## config.mk

```make
export PLATFORM = sky130hd
export DESIGN_NAME = csr_bank
export DESIGN_NICKNAME = d
export VERILOG_FILES = /design/src/rtl/csrbank_pkg.sv /design/src/rtl/csrbank_ctrl.sv /design/src/rtl/csrbank_status.sv /design/src/rtl/csrbank_cfg.sv /design/src/rtl/csr_bank.sv
export SDC_FILE = /design/constraint.sdc
export NUM_CORES = 1
export LEC_CHECK = 0
export BUFFER_PORTS_ARGS = -buffer_cell sky130_fd_sc_hd__buf_2
export CAP_MARGIN = 10
export CORE_MARGIN = 4
export CORE_UTILIZATION = 35
export DETAILED_ROUTE_END_ITERATION = 7
export PLACE_DENSITY = 0.59
export SLEW_MARGIN = 20
export SYNTH_ARGS = -nofsm -noshare
export SYNTH_HDL_FRONTEND = slang
export SYNTH_HIERARCHICAL = 1
export SYNTH_SLANG_ARGS = --single-unit
```

## constraint.sdc

```tcl
create_clock -name clk -period 3.05 [get_ports clk]
set_input_delay 0.61 -clock clk [delete_from_list [all_inputs] [get_ports clk]]
set_output_delay 0.61 -clock clk [all_outputs]
set_load 0.01 [all_outputs]
```

## src/rtl/csrbank_pkg.sv

```systemverilog
package csrbank_pkg;
  localparam int REG_W = 16;
  localparam int PTR_W = 4;

  // main register bit positions
  localparam int B_INIT = 0;
  localparam int B_STRT = 1;
  localparam int B_STOP = 2;
  localparam int B_TDMD = 3;
  localparam int B_INEA = 6;
  localparam int B_IDON = 8;
  localparam int B_TINT = 9;
  localparam int B_RINT = 10;
  localparam int B_MERR = 11;
  localparam int B_MISS = 12;
  localparam int B_CERR = 13;
  localparam int B_BABL = 14;

  // strobes from the host decoder to the register datapaths
  typedef struct packed {
    logic             mainWr;
    logic             cfgWr;
    logic [PTR_W-1:0] regSel;
    logic [REG_W-1:0] wdata;
  } hostStb_t;
endpackage

```

## src/rtl/csrbank_ctrl.sv

```systemverilog
module csrbank_ctrl
  import csrbank_pkg::*;
(
  input  logic             clk,
  input  logic             rstN,
  input  logic             busAddr,
  input  logic             busWe,
  input  logic [REG_W-1:0] busWdata,
  output logic [PTR_W-1:0] ptrQ,
  output hostStb_t         stb
);
  always_ff @(posedge clk) begin
    if (!rstN) ptrQ <= '0;
    else if (busWe && busAddr) ptrQ <= busWdata[PTR_W-1:0];
  end

  always_comb begin
    stb.mainWr = busWe && !busAddr && (ptrQ == '0);
    stb.cfgWr  = busWe && !busAddr && (ptrQ != '0);
    stb.regSel = ptrQ;
    stb.wdata  = busWdata;
  end
endmodule

```

## src/rtl/csrbank_status.sv

```systemverilog
module csrbank_status
  import csrbank_pkg::*;
#(
  parameter int INIT_CYCLES = 8
) (
  input  logic             clk,
  input  logic             rstN,
  input  hostStb_t         stb,
  input  logic             evTint,
  input  logic             evRint,
  input  logic             evMerr,
  input  logic             evMiss,
  input  logic             evCerr,
  input  logic             evBabl,
  output logic [REG_W-1:0] csr0Rd,
  output logic             stopped,
  output logic             irqOut,
  output logic             cmdInit,
  output logic             cmdStart,
  output logic             cmdStop,
  output logic             cmdDemand
);
  localparam int CNT_W = $clog2(INIT_CYCLES + 1);

  logic stopQ, initQ, strtQ, tdmdQ, txonQ, rxonQ, ineaQ;
  logic idonQ, tintQ, rintQ, merrQ, missQ, cerrQ, bablQ;
  logic [CNT_W-1:0] cntQ;

  logic [REG_W-1:0] clr;
  logic stopW, initAcc, strtAcc, stopNext, tdmdAcc, evOn, cntDone, errB, intrB;

  always_comb begin
    clr      = stb.mainWr ? stb.wdata : '0;
    stopW    = stb.mainWr && stb.wdata[B_STOP];
    initAcc  = stb.mainWr && stb.wdata[B_INIT] && !stb.wdata[B_STOP] && stopQ;
    strtAcc  = stb.mainWr && stb.wdata[B_STRT] && !stb.wdata[B_STOP];
    stopNext = stopW || (stopQ && !initAcc && !strtAcc);
    tdmdAcc  = stb.mainWr && stb.wdata[B_TDMD] && !stopNext;
    evOn     = !stopQ;
    cntDone  = (cntQ == CNT_W'(1));
    errB     = merrQ | missQ | cerrQ | bablQ;
    intrB    = errB | idonQ | tintQ | rintQ;
  end

  always_ff @(posedge clk) begin
    if (!rstN) begin
      stopQ <= 1'b1;
      {initQ, strtQ, tdmdQ, txonQ, rxonQ, ineaQ} <= '0;
      {idonQ, tintQ, rintQ, merrQ, missQ, cerrQ, bablQ} <= '0;
      cntQ <= '0;
      {cmdInit, cmdStart, cmdStop, cmdDemand} <= '0;
    end else begin
      cmdStop   <= stopW;
      cmdInit   <= initAcc;
      cmdStart  <= strtAcc;
      cmdDemand <= tdmdAcc;
      if (stopW) begin
        stopQ <= 1'b1;
        {initQ, strtQ, tdmdQ, txonQ, rxonQ, ineaQ} <= '0;
        {idonQ, tintQ, rintQ, merrQ, missQ, cerrQ, bablQ} <= '0;
        cntQ <= '0;
      end else begin
        stopQ <= stopNext;
        initQ <= initQ | initAcc;
        strtQ <= strtQ | strtAcc;
        txonQ <= txonQ | strtAcc;
        rxonQ <= rxonQ | strtAcc;
        tdmdQ <= tdmdAcc | (tdmdQ & ~(evTint & evOn));
        if (stb.mainWr) ineaQ <= stb.wdata[B_INEA];
        idonQ <= (idonQ & ~clr[B_IDON]) | cntDone;
        tintQ <= (tintQ & ~clr[B_TINT]) | (evTint & evOn);
        rintQ <= (rintQ & ~clr[B_RINT]) | (evRint & evOn);
        merrQ <= (merrQ & ~clr[B_MERR]) | (evMerr & evOn);
        missQ <= (missQ & ~clr[B_MISS]) | (evMiss & evOn);
        cerrQ <= (cerrQ & ~clr[B_CERR]) | (evCerr & evOn);
        bablQ <= (bablQ & ~clr[B_BABL]) | (evBabl & evOn);
        if (initAcc) cntQ <= CNT_W'(INIT_CYCLES);
        else if (cntQ != '0) cntQ <= cntQ - CNT_W'(1);
      end
    end
  end

  assign csr0Rd  = {errB, bablQ, cerrQ, missQ, merrQ, rintQ, tintQ, idonQ,
                    intrB, ineaQ, rxonQ, txonQ, tdmdQ, stopQ, strtQ, initQ};
  assign stopped = stopQ;
  assign irqOut  = intrB & ineaQ;
endmodule

```

## src/rtl/csrbank_cfg.sv

```systemverilog
module csrbank_cfg
  import csrbank_pkg::*;
#(
  parameter int FILT_WORDS = 4
) (
  input  logic                        clk,
  input  logic                        rstN,
  input  hostStb_t                    stb,
  input  logic                        stopped,
  output logic [31:0]                 initAddr,
  output logic [2:0]                  busCtl,
  output logic [REG_W*FILT_WORDS-1:0] addrFilter,
  output logic                        promiscEn,
  output logic [REG_W-1:0]            cfgRd
);
  localparam int IDX_LO    = 1;
  localparam int IDX_HI    = 2;
  localparam int IDX_BUS   = 3;
  localparam int FILT_BASE = 8;
  localparam int IDX_PROM  = 15;

  logic cfgOk, stopW;
  logic [REG_W-1:0] loQ, hiQ;
  logic [2:0]       busQ;
  logic             promQ;
  logic [REG_W-1:0] filtQ [FILT_WORDS];

  assign cfgOk = stb.cfgWr && stopped;
  assign stopW = stb.mainWr && stb.wdata[B_STOP];

  always_ff @(posedge clk) begin
    if (!rstN) begin
      loQ <= '0; hiQ <= '0; busQ <= '0; promQ <= 1'b0;
    end else begin
      if (cfgOk && int'(stb.regSel) == IDX_LO) loQ <= stb.wdata;
      if (cfgOk && int'(stb.regSel) == IDX_HI) hiQ <= stb.wdata;
      if (cfgOk && int'(stb.regSel) == IDX_PROM) promQ <= stb.wdata[REG_W-1];
      if (stopW) busQ <= '0;
      else if (cfgOk && int'(stb.regSel) == IDX_BUS) busQ <= stb.wdata[2:0];
    end
  end

  for (genvar g = 0; g < FILT_WORDS; g++) begin : gFilt
    always_ff @(posedge clk) begin
      if (!rstN) filtQ[g] <= '0;
      else if (cfgOk && int'(stb.regSel) == FILT_BASE + g) filtQ[g] <= stb.wdata;
    end
    assign addrFilter[g*REG_W +: REG_W] = filtQ[g];
  end

  always_comb begin
    cfgRd = '0;
    if (int'(stb.regSel) == IDX_LO)   cfgRd = loQ;
    if (int'(stb.regSel) == IDX_HI)   cfgRd = hiQ;
    if (int'(stb.regSel) == IDX_BUS)  cfgRd = {13'd0, busQ};
    if (int'(stb.regSel) == IDX_PROM) cfgRd = {promQ, 15'd0};
    for (int g = 0; g < FILT_WORDS; g++)
      if (int'(stb.regSel) == FILT_BASE + g) cfgRd = filtQ[g];
  end

  assign initAddr  = {hiQ, loQ};
  assign busCtl    = busQ;
  assign promiscEn = promQ;
endmodule

```

## src/rtl/csr_bank.sv

```systemverilog
module csr_bank
  import csrbank_pkg::*;
#(
  parameter int INIT_CYCLES = 8,
  parameter int FILT_WORDS  = 4
) (
  input  logic                        clk,
  input  logic                        rstN,
  input  logic                        busAddr,
  input  logic                        busWe,
  input  logic [15:0]                 busWdata,
  output logic [15:0]                 busRdata,
  input  logic                        evTint,
  input  logic                        evRint,
  input  logic                        evMerr,
  input  logic                        evMiss,
  input  logic                        evCerr,
  input  logic                        evBabl,
  output logic                        cmdInit,
  output logic                        cmdStart,
  output logic                        cmdStop,
  output logic                        cmdDemand,
  output logic                        irqOut,
  output logic [31:0]                 initAddr,
  output logic [2:0]                  busCtl,
  output logic [16*FILT_WORDS-1:0]    addrFilter,
  output logic                        promiscEn
);
  hostStb_t         stb;
  logic [PTR_W-1:0] ptrQ;
  logic [REG_W-1:0] csr0Val, cfgRd;
  logic             stopped;

  csrbank_ctrl ctrl_i (
    .clk(clk), .rstN(rstN), .busAddr(busAddr), .busWe(busWe),
    .busWdata(busWdata), .ptrQ(ptrQ), .stb(stb)
  );

  csrbank_status #(.INIT_CYCLES(INIT_CYCLES)) status_i (
    .clk(clk), .rstN(rstN), .stb(stb),
    .evTint(evTint), .evRint(evRint), .evMerr(evMerr),
    .evMiss(evMiss), .evCerr(evCerr), .evBabl(evBabl),
    .csr0Rd(csr0Val), .stopped(stopped), .irqOut(irqOut),
    .cmdInit(cmdInit), .cmdStart(cmdStart), .cmdStop(cmdStop), .cmdDemand(cmdDemand)
  );

  csrbank_cfg #(.FILT_WORDS(FILT_WORDS)) cfg_i (
    .clk(clk), .rstN(rstN), .stb(stb), .stopped(stopped),
    .initAddr(initAddr), .busCtl(busCtl), .addrFilter(addrFilter),
    .promiscEn(promiscEn), .cfgRd(cfgRd)
  );

  assign busRdata = busAddr ? {{(REG_W-PTR_W){1'b0}}, ptrQ}
                            : ((ptrQ == '0) ? csr0Val : cfgRd);
endmodule

```

==> summary.md, run 1 <==
| Metric | Value |
|---|---|
| Sequential area share after synthesis | `0.497` |
| Global-route wire length before repair | `29.9 mm` |
| Total CTS buffers | `17` |
| Antenna diodes | `0` |
| DRT Wirelength | `19.4 mm` |
| WL/cell | `19.2 um` |
| Clk_skew | `0.00681 ns` |
| Initial antenna violation count | `0` |
| Most common cell after layout, fill and taps aside | `buf_2` |
| # setup viols final | `0` |
| Fin nets | `about 800` |
| Fin. Hold Viols | `0` |
| Fraction of layout cells with a size suffix above 1 | `0.278` |
| DRC | `0` |
| Post-CTS setup buffer count | `0` |
| Synth async-reset ratio | `0` |
| Crit Path Class | `reg -> out` |
| Max Fanout on Critical Path | `28` |
| RePlAce Congestion | `0.823` |
| Final HPWL DP | `14.4 mm` |
| Worst Hold Class | `in -> reg` |
| P_int | `around 3.4 mW` |
| # rows | `just under 50` |
| Startpoint of the worst register-to-register path | `ctrl_i/ptrQ[3]$_SDFFE_PN0P_` |
| Num ports | `147` |
| Layout area overhead | `21.8%` |
| Port Buf Inserts | `approximately 150` |
| Max-Cap Viols | `0` |
| Worst R2R Path Depth | `7` |
| Starting Density | `0.355` |
| R2r endpoint | `cfg_i/filtQ[0][25]$_SDFFCE_PN0P_` |
| Synth area leader | `edfxtp_1` |
| CP top delay family | `simple AND/OR/NAND/NOR gates` |
| Post-cts sizing count | `0` |
| Worst hold path startpoint | `evBabl` |
| Final slew viol count | `0` |
| Reg2reg setup slack | `0.63 ns` |
| CP required | `about 2.4 ns` |
| Grt total ovfl | `0` |
| Die H | `approximately 140 um` |
| Relative slew slack | `0.581` |
| Switch Pwr | `1.08 mW` |
| Dpl cells | `between 900 and 1000` |
| Count of cell types in the netlist | `53` |
| P_leak | `3.40 nW` |
| Root Buffer | `clkbuf_16` |
| Hold depth | `3` |
| RSZ-0062 raised after global routing | `false` |
| Vias in the first global route | `5162` |
| Startpoint types | `flop` |
| Combinational Power Share | `0.115` |
| Crit path cell chain | `buf_4 -> or4_1 -> o22ai_1 -> nor2_1 -> buf_2` |
| Max incr delay on CP | `0.82 ns` |
| Synth warnings | `6` |
| Most frequent cells in the layout | `146 x buf_2, 67 x and2_1, 64 x edfxtp_1` |
| Die Span X | `143 um` |
| Final WS setup | `0.166 ns` |
| CP bufs+invs | `2` |
| Fillers | `1821` |
| Pwr Density | `about 580 nW/um^2` |
| Die footprint | `around 20000 sq um` |
| Arrival time worst endpoint | `2.27 ns` |
| Vias | `5088` |
| Crit path time final | `2.88 ns` |
| Number of flops mapped to enable cells by yosys | `64` |
| TNS Setup | `0 ns` |
| Cts hold-fix bufs | `0` |
| Worst skew pair latency | `0.42 ns` |
| Total track usage | `0.194` |
| Pin count of the biggest net entering global routing | `40` |
| Worst-path clk slew | `roughly 0.060 ns` |
| Finished Layout Cells | `1009` |
| Slowest CP cell | `or4_1` |
| Total power | `4.51 mW` |
| Layout Utilization | `0.432` |
| Post-synth top flop | `edfxtp_1` |
| Synthesized area | `approximately 6400 sq um` |
| Synth top area share | `0.302` |
| Core area | `17900 sq um` |
| Switching Fraction | `0.240` |
| Flop pwr share | `0.423` |
| Antenna Nets Post-Route | `0` |
| Synth Net Count | `678` |
| DR vias/cell | `between 5 and 6` |
| Min-Delay Endpoint | `status_i/bablQ$_SDFF_PP0_` |
| Place WS | `0.515 ns` |
| Status | `completed` |
| Syn Area/Cell | `9.80 sq um` |
| Synth Register Bits | `126` |
| Clk pwr share | `0.462` |
| H-tree depth | `4` |
| Top cells by area, synth | `edfxtp_1 30%, dfxtp_1 20%, mux2i_1 8.7%` |
| CTS tree | `done` |
| Clock Path Buffers | `2` |
| Cells after Synth | `649` |
| Fin crit share | `0.946` |
| Peak VDD IR | `around 380 uV` |
| First-pass detailed-route iteration total | `5` |
| # clock sinks | `126` |
| Worst slew pin tran | `approximately 0.63 ns` |
| Worst setup EP type | `output port` |
| F_max | `347 MHz` |
| Initial DRC Count | `385` |
## worst max-delay path by stage
stage,from,to,slack [ns],cells past startpoint
finish,ctrl_i/ptrQ[0]$_SDFFE_PN0P_,busRdata[1],0.17,5
global route,ctrl_i/ptrQ[0]$_SDFFE_PN0P_,busRdata[1],0.02,5
CTS,ctrl_i/ptrQ[1]$_SDFFE_PN0P_,busRdata[11],0.06,8
floorplan,busAddr,cfg_i/filtQ[0][16]$_SDFFCE_PN0P_,0.22,5
detailed placement,ctrl_i/ptrQ[1]$_SDFFE_PN0P_,busRdata[11],0.52,8
global placement,ctrl_i/ptrQ[1]$_SDFFE_PN0P_,busRdata[11],0.53,8
## metal layers
layer	global-route usage	vias to the layer above	wire length (um)
met4	0.0555	0	340
met3	0.0553	24	1300
met1	0.243	2439	8240
met5	0	-	0
met2	0.328	174	9480
li1	-	2451	-
## worst min-delay path, cell delays in order
cell and delay [ns]:
buf_2 0.08, a22oi_1 0.07, nor2_1 0.07
## power by group through the flow
stage / Combinational [mW] / Sequential [mW] / Clock (mW)
after detailed placement: 0.516 / 1.94 / 0
final: 0.519 / 1.91 / 2.09
after global routing: 0.573 / 1.92 / 2.20
after global placement: 0.511 / 1.94 / 0
after floorplan: 0.367 / 1.94 / 0
after CTS: 0.519 / 1.91 / 2.11
## Yosys cell counts, types with 4 or more instances
cell type	number
nor2b_1	35
buf_4	37
nand2_1	57
inv_1	21
o22ai_1	14
nor2_2	4
clkbuf_1	13
buf_6	4
mux2i_1	55
nor2_1	40
o21ai_0	32
dfxtp_1	62
edfxtp_1	64
and2_1	67
nand4_1	5
a21oi_1	62
buf_2	16
a22oi_1	7
## kinds of logic after synthesis
logic type      count (synthesis)  share of synthesized area
buf+inv                        95                     0.0862
flops                         126                      0.497
fa+ha+maj                       3                    0.00590
compound gates                129                      0.115
xor+xnor                        1                    0.00138
simple gates                  240                      0.208
mux                            55                     0.0866
## area by class of cell
class	instances	area, sq um	area share
Sequential cell	126	3160	0.409
Timing Repair Buffer	173	945	0.122
Clock buffer	27	503	0.0650
Tap cell	229	287	0.0370
Inverter	21	78.8	0.0102
Multi-Input combinational cell	428	2660	0.344
Clock inverter	5	103	0.0133
## stage by stage
| stage | cell area, sq um | hold WS (ns) |
|---|---|---|
| CTS | 7730 | 0.438 |
| finish | 7740 | 0.457 |
| global placement | 7120 | 0.446 |
| floorplan | 6360 | 0.426 |
| detailed placement | 7120 | 0.449 |
| global route | 7740 | 0.434 |
## sequential cells by signal (all words and copies together), names as in the netlist, 3 cells and up
name and count:
cfg_i/hiQ 16, ctrl_i/ptrQ 4, cfg_i/filtQ 64, cfg_i/busCtl 3
status_i/cntQ 4, cfg_i/loQ 16
(Power assumes the default switching activity.)
==> run 2: changes to the inputs <==
--- a/config.mk
+++ b/config.mk
@@ -5,12 +5,12 @@
 export SDC_FILE = /design/constraint.sdc
 export NUM_CORES = 1
 export LEC_CHECK = 0
-export BUFFER_PORTS_ARGS = -buffer_cell sky130_fd_sc_hd__buf_2
 export CAP_MARGIN = 10
-export CORE_MARGIN = 4
+export CORE_MARGIN = 2
 export CORE_UTILIZATION = 35
 export DETAILED_ROUTE_END_ITERATION = 7
-export PLACE_DENSITY = 0.59
+export DONT_BUFFER_PORTS = 1
+export PLACE_DENSITY = 0.52
 export SLEW_MARGIN = 20
 export SYNTH_ARGS = -nofsm -noshare
 export SYNTH_HDL_FRONTEND = slang
==> run 2 against run 1 <==
Compared with the run above: maximum frequency is 2.9% lower; power is 5.3% lower; register-to-register slack worse by 0.03 ns; via count is 9.8% lower; critical path depth is 3 higher; largest power group is now registers.
==> summary.md, run 2 (synthesis gave the netlist of run 1 again) <==
| Metric | Value |
|---|---|
| Status | `completed` |
| Peak VDD IR | `397 uV (+3.5%)` |
| DR vias/cell | `5.28 (+4.6%)` |
| Final HPWL DP | `14.4 mm (-0.29%)` |
| CP required | `2.44 ns (about the same)` |
| Antenna diodes | `0 (unchanged)` |
| Crit path cell chain | `buf_4 -> or2_4 -> a21oi_1 -> a21oi_1 -> o22ai_1 -> nand2_1 -> a21oi_1 -> buf_4` |
| Grt total ovfl | `0 (unchanged)` |
| Pin count of the biggest net entering global routing | `54 (+35%)` |
| RePlAce Congestion | `0.885 (+7.6%)` |
| Core area | `17900 sq um (unchanged)` |
| DRC | `0 (unchanged)` |
| Crit Path Class | `reg -> out` |
| H-tree depth | `4 (unchanged)` |
| Crit path time final | `2.97 ns (+0.0868 ns)` |
| Relative slew slack | `0.576 (-0.00437)` |
| Max incr delay on CP | `0.37 ns (-0.45 ns)` |
| Die H | `139 um (-2.8%)` |
| Total track usage | `0.203 (+0.00870)` |
| WL/cell | `22.2 um (+16%)` |
| P_leak | `2.74 nW (-19%)` |
| Final WS setup | `0.0788 ns (-0.0868 ns)` |
| Max reg flops | `64 (unchanged)` |
| Total power | `4.28 mW (-5.3%)` |
| Worst setup EP type | `output port` |
| Die footprint | `19300 sq um (-5.5%)` |
| Largest Register | `cfg_i/filtQ` |
| First-pass detailed-route iteration total | `5 (unchanged)` |
| Clock Path Buffers | `2 (unchanged)` |
| Fin. Hold Viols | `0 (unchanged)` |
| Root Buffer | `clkbuf_16` |
| Port Buf Inserts | `0 (-100%)` |
| Arrival time worst endpoint | `2.36 ns (+0.09 ns)` |
| Fillers | `1768 (-2.9%)` |
| Place WS | `0.349 ns (-0.166 ns)` |
| Worst-path clk slew | `0.05 ns (about the same)` |
| Max Fanout on Critical Path | `27 (-3.6%)` |
| Worst slew pin tran | `0.635 ns (+0.00738 ns)` |
| CTS tree | `done` |
| Fin crit share | `0.974 (+0.0285)` |
| Pwr Density | `606 nW/um^2 (+3.9%)` |
| Fin nets | `657 (-17%)` |
| # clock sinks | `126 (unchanged)` |
| Antenna Nets Post-Route | `0 (unchanged)` |
| Layout area overhead | `11.0%` |
| Die Span X | `139 um (-2.8%)` |
| Most common cell after layout, fill and taps aside | `and2_1` |
| Final slew viol count | `0 (unchanged)` |
| Total CTS buffers | `17 (unchanged)` |
| Clk_skew | `0.00852 ns (+0.00171 ns)` |
| Max-Cap Viols | `0 (unchanged)` |
| CP bufs+invs | `2 (unchanged)` |
| # rows | `49 (unchanged)` |
| F_max | `337 MHz (-2.9%)` |
| Vias | `4591 (-9.8%)` |
| Worst skew pair latency | `0.42 ns (about the same)` |
| TNS Setup | `0 ns (unchanged)` |
| Num ports | `147 (unchanged)` |
| Startpoint types | `flop` |
| Hold Slack | `0.338 ns (-0.119 ns)` |
| Fraction of layout cells with a size suffix above 1 | `0.137 (-0.141)` |
| Most frequent CP cell | `a21oi_1` |
| Starting Density | `0.355 (unchanged)` |
| Post-CTS setup buffer count | `0 (unchanged)` |
| Global-route wire length before repair | `29.0 mm (-2.8%)` |
| Slowest CP cell | `or2_4` |
| CP top delay family | `compound AO/OA/AOI/OAI gates` |
| RSZ-0062 raised after global routing | `false` |
| Worst Hold Class | `in -> reg` |
| Initial DRC Count | `368 (-4.4%)` |
| Initial antenna violation count | `0 (unchanged)` |
| # setup viols final | `0 (unchanged)` |
| DRT Wirelength | `19.3 mm (about the same)` |
| Largest registers | `cfg_i/filtQ x64, cfg_i/hiQ x16, cfg_i/loQ x16` |
| Most frequent cells in the layout | `66 x and2_1, 64 x edfxtp_1, 61 x dfxtp_1` |
| Vias in the first global route | `4552 (-12%)` |
==> run 2: cell count changes in the layout (fill, tap and decap cells not counted), moves of 2 or more <==
| cell | change |
|---|---|
| buf_4 | +7 |
| a21oi_1 | -5 |
| clkbuf_1 | -3 |
| clkinv_4 | +3 |
| bufinv_16 | -2 |
| clkbuf_8 | -3 |
| a21oi_2 | +5 |
| buf_2 | -146 |
| clkinv_2 | +3 |
==> run 2: worst reg2reg max path: cells and delay by family, from the launching register on <==
| family | cells | cell delay, ns |
|---|---|---|
| simple gates | 6 | 1.43 |
| flops | 1 | 0.71 |
| buf+inv | 1 | 0.18 |
==> run 2: through the flow <==
| stage | instances | util | area [sq um] |
|---|---|---|---|
| 5_1_grt | 870 | 0.394 | 7060 |
| 6_report | 870 | 0.394 | 7060 |
| 3_3_place_gp | 838 | 0.361 | 6460 |
| 3_5_place_dp | 838 | 0.361 | 6460 |
| 2_1_floorplan | 649 | - | 6360 |
| 4_1_cts | 870 | 0.393 | 7030 |
==> run 2: worst paths after layout <==
check | start | end | slack [ns] | cells past startpoint
max | ctrl_i/ptrQ[1]$_SDFFE_PN0P_ | busRdata[9] | 0.08 | 8
min | rstN | status_i/cmdStop$_SDFF_PN0_ | 0.34 | 2
max reg2reg | ctrl_i/ptrQ[2]$_SDFFE_PN0P_ | cfg_i/filtQ[0][21]$_SDFFCE_PN0P_ | 0.60 | 7
min reg2reg | status_i/initQ$_SDFF_PP0_ | status_i/initQ$_SDFF_PP0_ | 0.46 | 2
==> run 2: per-layer routing <==
metal | up-vias | GRT usage | routed length (um)
li1 | 2182 | - | -
met1 | 2177 | 0.237 | 7580
met2 | 200 | 0.321 | 9100
met3 | 32 | 0.0908 | 2060
met4 | 0 | 0.0936 | 599
met5 | - | 0 | 0
==> run 2: final cells by class <==
| type | count | area (sq um) | share of cell area |
|---|---|---|---|
| clock buffers | 22 | 475 | 0.0673 |
| multi-input cells | 428 | 2690 | 0.382 |
| well taps | 229 | 287 | 0.0406 |
| repair buffers | 34 | 275 | 0.0390 |
| inverters | 21 | 78.8 | 0.0112 |
| flip-flops and latches | 126 | 3160 | 0.448 |
| clock inverters | 10 | 86.3 | 0.0122 |
==> run 2: what timing repair did <==
item	CTS	global route
hold endpoints to repair	0	0
setup endpoints to repair	11	14
gates resized for setup	4	8
hold buffers	0	0
==> run 2: power by group <==
group	total, mW	internal, mW	switching, mW	leakage, nW
Combinational	0.419	0.180	0.239	1.29
Sequential	1.93	1.85	0.0852	1.16
Clock	1.93	1.18	0.740	0.281
Total	4.28	3.21	1.06	2.74
